--- config.mk ---
export PLATFORM = sky130hd
export DESIGN_NAME = pit_timer
export DESIGN_NICKNAME = d
export VERILOG_FILES = /design/src/rtl/pit_timer.sv
export SDC_FILE = /design/constraint.sdc
export NUM_CORES = 1
export LEC_CHECK = 0
export CORE_UTILIZATION = 45
export DETAILED_ROUTE_END_ITERATION = 12
export DONT_BUFFER_PORTS = 1
export PLACE_DENSITY = 0.7
export SYNTH_ARGS = -nofsm -noshare
export SYNTH_HDL_FRONTEND = slang
export SYNTH_SLANG_ARGS = --single-unit
--- constraint.sdc ---
create_clock -name clk -period 3.1 [get_ports clk]
set_clock_uncertainty 0.1 [all_clocks]
set_input_delay 0.155 -clock clk [delete_from_list [all_inputs] [get_ports clk]]
set_output_delay 0.155 -clock clk [all_outputs]
set_load 0.005 [all_outputs]
--- src/rtl/pit_timer.sv ---
module pit_timer #(
  parameter int ADDR_W = 4
) (
  input  logic              clk,
  input  logic              rst_n,
  input  logic              wr_en,
  input  logic [ADDR_W-1:0] addr,
  input  logic [31:0]       wdata,
  output logic [31:0]       rdata,
  input  logic              tick_pclk,
  input  logic              tick_fast,
  input  logic              tick_slow,
  output logic              irq
);
  localparam logic [31:0] ALL1 = '1;
  localparam logic [25:0] KEEP = 26'h03C0003;

  logic [25:0] ctl;
  logic        flag;
  logic [31:0] ldv, cmpv, cnt;
  logic [11:0] div;
  logic        sel_tick;

  wire en   = ctl[0];
  wire ie   = ctl[2];
  wire rld  = ctl[3];
  wire ovw  = ctl[17];
  wire [11:0] psc = ctl[15:4];

  wire wr_ctl = wr_en && addr == ADDR_W'(0);
  wire wr_st  = wr_en && addr == ADDR_W'(1);
  wire wr_ld  = wr_en && addr == ADDR_W'(2);
  wire wr_cmp = wr_en && addr == ADDR_W'(3);
  wire srst   = wr_ctl && wdata[16];

  always_comb begin
    case (ctl[25:24])
      2'b01:   sel_tick = tick_pclk;
      2'b10:   sel_tick = tick_fast;
      2'b11:   sel_tick = tick_slow;
      default: sel_tick = 1'b0;
    endcase
  end

  wire        step    = en && sel_tick && (div >= psc);
  wire [31:0] dec     = (cnt == '0) ? (rld ? ldv : ALL1) : cnt - 32'd1;
  wire        en_load = wr_ctl && !wdata[16] && wdata[0] && wdata[1] && !en;
  wire        ov_load = wr_ld && ovw;
  wire        cnt_wr  = srst || en_load || ov_load;
  wire        hit     = step && !cnt_wr && (dec == cmpv);

  always_ff @(posedge clk or negedge rst_n) begin
    if (!rst_n) begin
      ctl  <= '0;
      flag <= 1'b0;
      ldv  <= ALL1;
      cmpv <= '0;
      cnt  <= ALL1;
      div  <= '0;
    end else begin
      if (srst)        ctl <= wdata[25:0] & KEEP;
      else if (wr_ctl) ctl <= wdata[25:0];

      if (srst)       ldv <= ALL1;
      else if (wr_ld) ldv <= wdata;

      if (srst)        cmpv <= '0;
      else if (wr_cmp) cmpv <= wdata;

      if (srst)                    flag <= 1'b0;
      else if (hit)                flag <= 1'b1;
      else if (wr_st && wdata[0])  flag <= 1'b0;

      if (srst)         cnt <= ALL1;
      else if (en_load) cnt <= wdata[3] ? ldv : ALL1;
      else if (ov_load) cnt <= wdata;
      else if (step)    cnt <= dec;

      if (!en || srst)  div <= '0;
      else if (sel_tick) div <= (div >= psc) ? '0 : div + 12'd1;
    end
  end

  always_comb begin
    case (addr)
      ADDR_W'(0): rdata = {6'b0, ctl};
      ADDR_W'(1): rdata = {31'b0, flag};
      ADDR_W'(2): rdata = ldv;
      ADDR_W'(3): rdata = cmpv;
      ADDR_W'(4): rdata = cnt;
      default:    rdata = '0;
    endcase
  end

  assign irq = flag && ie && en;
endmodule


==> metrics.cfg <==
[worst_setup_path]
rr_endpoint = flag
max_stage_delay_ns = 0.53
required_ns = 3.35
timing.rr.start = cnt[24]
critical-path-slowest-cell = dfstp_2
worstRegToRegCells = 13
r2r_setup_slack_ns = -0.002
path_delay_family = simple AND/OR/NAND/NOR gates
cp_num_buf_inv = 5
end_kind = register
crit_fanout = 5
cpMostUsedCell = buf_4
path_class = reg2reg
cp.arrival_ns = 3.36
cp_cell_sequence = or2_1, nor4_4, buf_4, and3_4, buf_6, buf_4, nor3_1, buf_4, nor3_1, buf_4, nor4bb_2, nand4_1, o21ai_1
startpoint_type = register

[layout]
drive_gt1_frac = 0.200
final_cells = 1544
syn2layout_area_growth_pct = 21.3
fin_nets = 1317
stdcell_area_mm2 = 0.0114

[place]
dp_hpwl_um = 25200
dpl_cell_area_mm2 = 0.0102
portBuffers = 0
place_inst = 1469
gp_congestion = 1.04
place_ws_ns = -0.0557

[synth]
synth_nets = 1241
netlist_area_mm2 = 0.00941
ys_warn_count = 0
synth_adder_area_share = 0.0199
ys_ff_latch = 135
synth-main-ff-cell = dfrtp_1
synth-compound-area-share = 0.229
ys_types = 73
synthSimpleGateAreaFrac = 0.243
synth_enable_flop_cells = 0
avgSynthCellArea_um2 = 7.95
synth_xor_area_frac = 0.0354
synth.yosys.seq_area_share = 0.368
synthMuxAreaShare = 0.0443
synth_common_cells = nand2_1 (246), o21ai_0 (145), clkbuf_1 (71), dfrtp_1 (71), dfstp_2 (64)
ys_async_sr_fraction = 1.00
yosysMostFrequentCell = nand2_1
syn_inst = 1184
yosysTopAreaCellShare = 0.189
synth_top_area_cell = dfrtp_1
synthTopCellsByArea = dfrtp_1 (19%), dfstp_2 (18%), nand2_1 (9.8%)
synth_top_family_by_area = simple AND/OR/NAND/NOR gates

[drt]
vias_per_cell = 6.35
routed_wl_um = 35800
detail-route-antenna-nets = 0
drt_iter0_drc = 1279
first_pass_iters = 7
vias = 9805
drc = 0
wire_per_inst_um = 23.2

[clock_tree]
numCtsBuffers = 17
cts_tree = done
clock_tree.root_cell = clkbuf_16
htreeDepth = 4
clockBufferDepth = 2
clock-sinks = 135
worstSkewPairLatency_ns = 0.44
clkTransAtPathRegs_ns = 0.07
postCtsHoldBufs = 37

[status]
status = complete, but fails checks
violations = negative hold slack, negative setup slack

[timing]
finalSetupViolations = 1
final_hold_viol_count = 135
max_slew_margin = 0.262
timing.hold.ws_ns = -0.685
period_share = 1.00
period_needed_ns = 3.10
drv_slew = 0
fmaxAchievable_mhz = 322
setup_ws_ns = -0.00184
rsz0062_at_grt = yes
tightest_slew_ns = 1.11

[job]
drv_cap = 0

[floorplan]
io_pins = 75
coreArea_mm2 = 0.0204
rows = 52
die_area_mm2 = 0.0215
die_w_um = 147
start_util = 0.462
die-height_um = 147

[grt]
antenna_found_initial = 0
gr-usage-all-layers = 0.340
overflow = 0
grt_max_degree = 136
grt_pass1_vias = 9327
grt_pass1_wl_um = 55500

[pwr]
p_leak_nw = 4.76
cellPowerDensity_mw_per_mm2 = 657
peakVddDrop_mv = 0.431

[hold_path]
hp-class = in2async

==> stage by stage <==
| step | TNS (ns) | utilization | power [mW] |
|---|---|---|---|
| detailed placement | -0.0557 | 0.503 | 5.06 |
| floorplan | 0 | - | 4.10 |
| global placement | -0.0274 | 0.503 | 5.03 |
| CTS | 0 | 0.556 | 7.36 |
| global route | -0.170 | 0.561 | 7.83 |
| finish | -0.00184 | 0.561 | 7.50 |
==> worst register-to-register path, delay by kind of cell (launching register included) <==
kind / cells / cell delay (ns)
flip-flops: 1 / 0.53
AO/OA/AOI/OAI: 1 / 0.15
AND/OR/NAND/NOR: 7 / 1.47
buffers and inverters: 5 / 0.78
==> cells by family (layout without fill, tap and decap cells) <==
logic type / count (synthesis) / count (layout)
muxes: 41 / 41
AOI/OAI and AO/OA: 342 / 342
buffers and inverters: 138 / 227
adders and majority gates: 15 / 15
xor gates and xnor gates: 38 / 38
DFF: 135 / 135
and+or+nand+nor: 475 / 475
other: 0 / 1
==> cell usage in the layout (no fill, tap or decap), types with 12 or more instances in the layout <==
cell and count:
nand2_1 245, o211ai_1 16, and3_1 14, o22ai_1 12
nor2_1 50, a22oi_1 27, dfstp_2 64, dlygate4sd3_1 37
o21a_1 17, ha_1 14, o31ai_1 14, buf_4 104
dfrtp_1 71, a21oi_1 39, a211oi_1 16, mux2i_1 33
nand2b_1 16, nand3_1 34, xor2_1 17, inv_1 46
xnor2_1 20, o21ai_0 144, nor3_1 24, clkbuf_16 17
==> final cells by class <==
type / count / area (µm²)
fillers: 1822 / 8950
diodes: 1 / 2.50
repair buffers: 148 / 1260
clock buffers: 19 / 443
multi-input cells: 911 / 5560
flip-flops and latches: 135 / 3460
clock inverters: 13 / 170
inverters: 47 / 176
well taps: 270 / 338
==> registers in the layout (all words and copies together) (netlist names) <==
name and count:
ctl 26, div 12, cnt 32, cmpv 32, flag 1, ldv 32
==> power breakdown <==
group,internal [mW],total (mW),leakage (nW),switching [mW]
clock network,1.30,2.17,0.296,0.873
registers,2.24,2.76,1.60,0.517
logic,1.16,2.57,2.86,1.41
total,4.70,7.50,4.76,2.80
==> repair_timing <==
item                                   in CTS  in global routing
pin swaps                                   9                  5
setup endpoints to repair                   1                  7
gates resized for setup                    15                 15
endpoints found under the hold margin     252                135
setup buffers                               3                  2
==> worst max-delay path by stage <==
| stage | to | depth (start not counted) | slack, ns | from |
|---|---|---|---|---|
| after detailed placement | flag | 12 | -0.06 | cnt[0] |
| final | flag | 13 | -0.002 | cnt[24] |
| after global placement | flag | 12 | -0.03 | cnt[0] |
| after floorplan | flag | 12 | 0.15 | cnt[0] |
| after CTS | flag | 11 | 0.002 | cnt[5] |
| after global routing | flag | 12 | -0.12 | cnt[1] |
==> metal layers <==
| metal | global-route usage | part of all wire | routed length [µm] | vias to the layer above |
|---|---|---|---|---|
| li1 | - | - | - | 4392 |
| met1 | 0.467 | 0.42 | 14900 | 4721 |
| met2 | 0.500 | 0.44 | 15700 | 602 |
| met3 | 0.0984 | 0.11 | 4050 | 90 |
| met4 | 0.135 | 0.032 | 1140 | 0 |
| met5 | 0 | 0 | 0 | - |
Power figures use the tool's default switching activity.
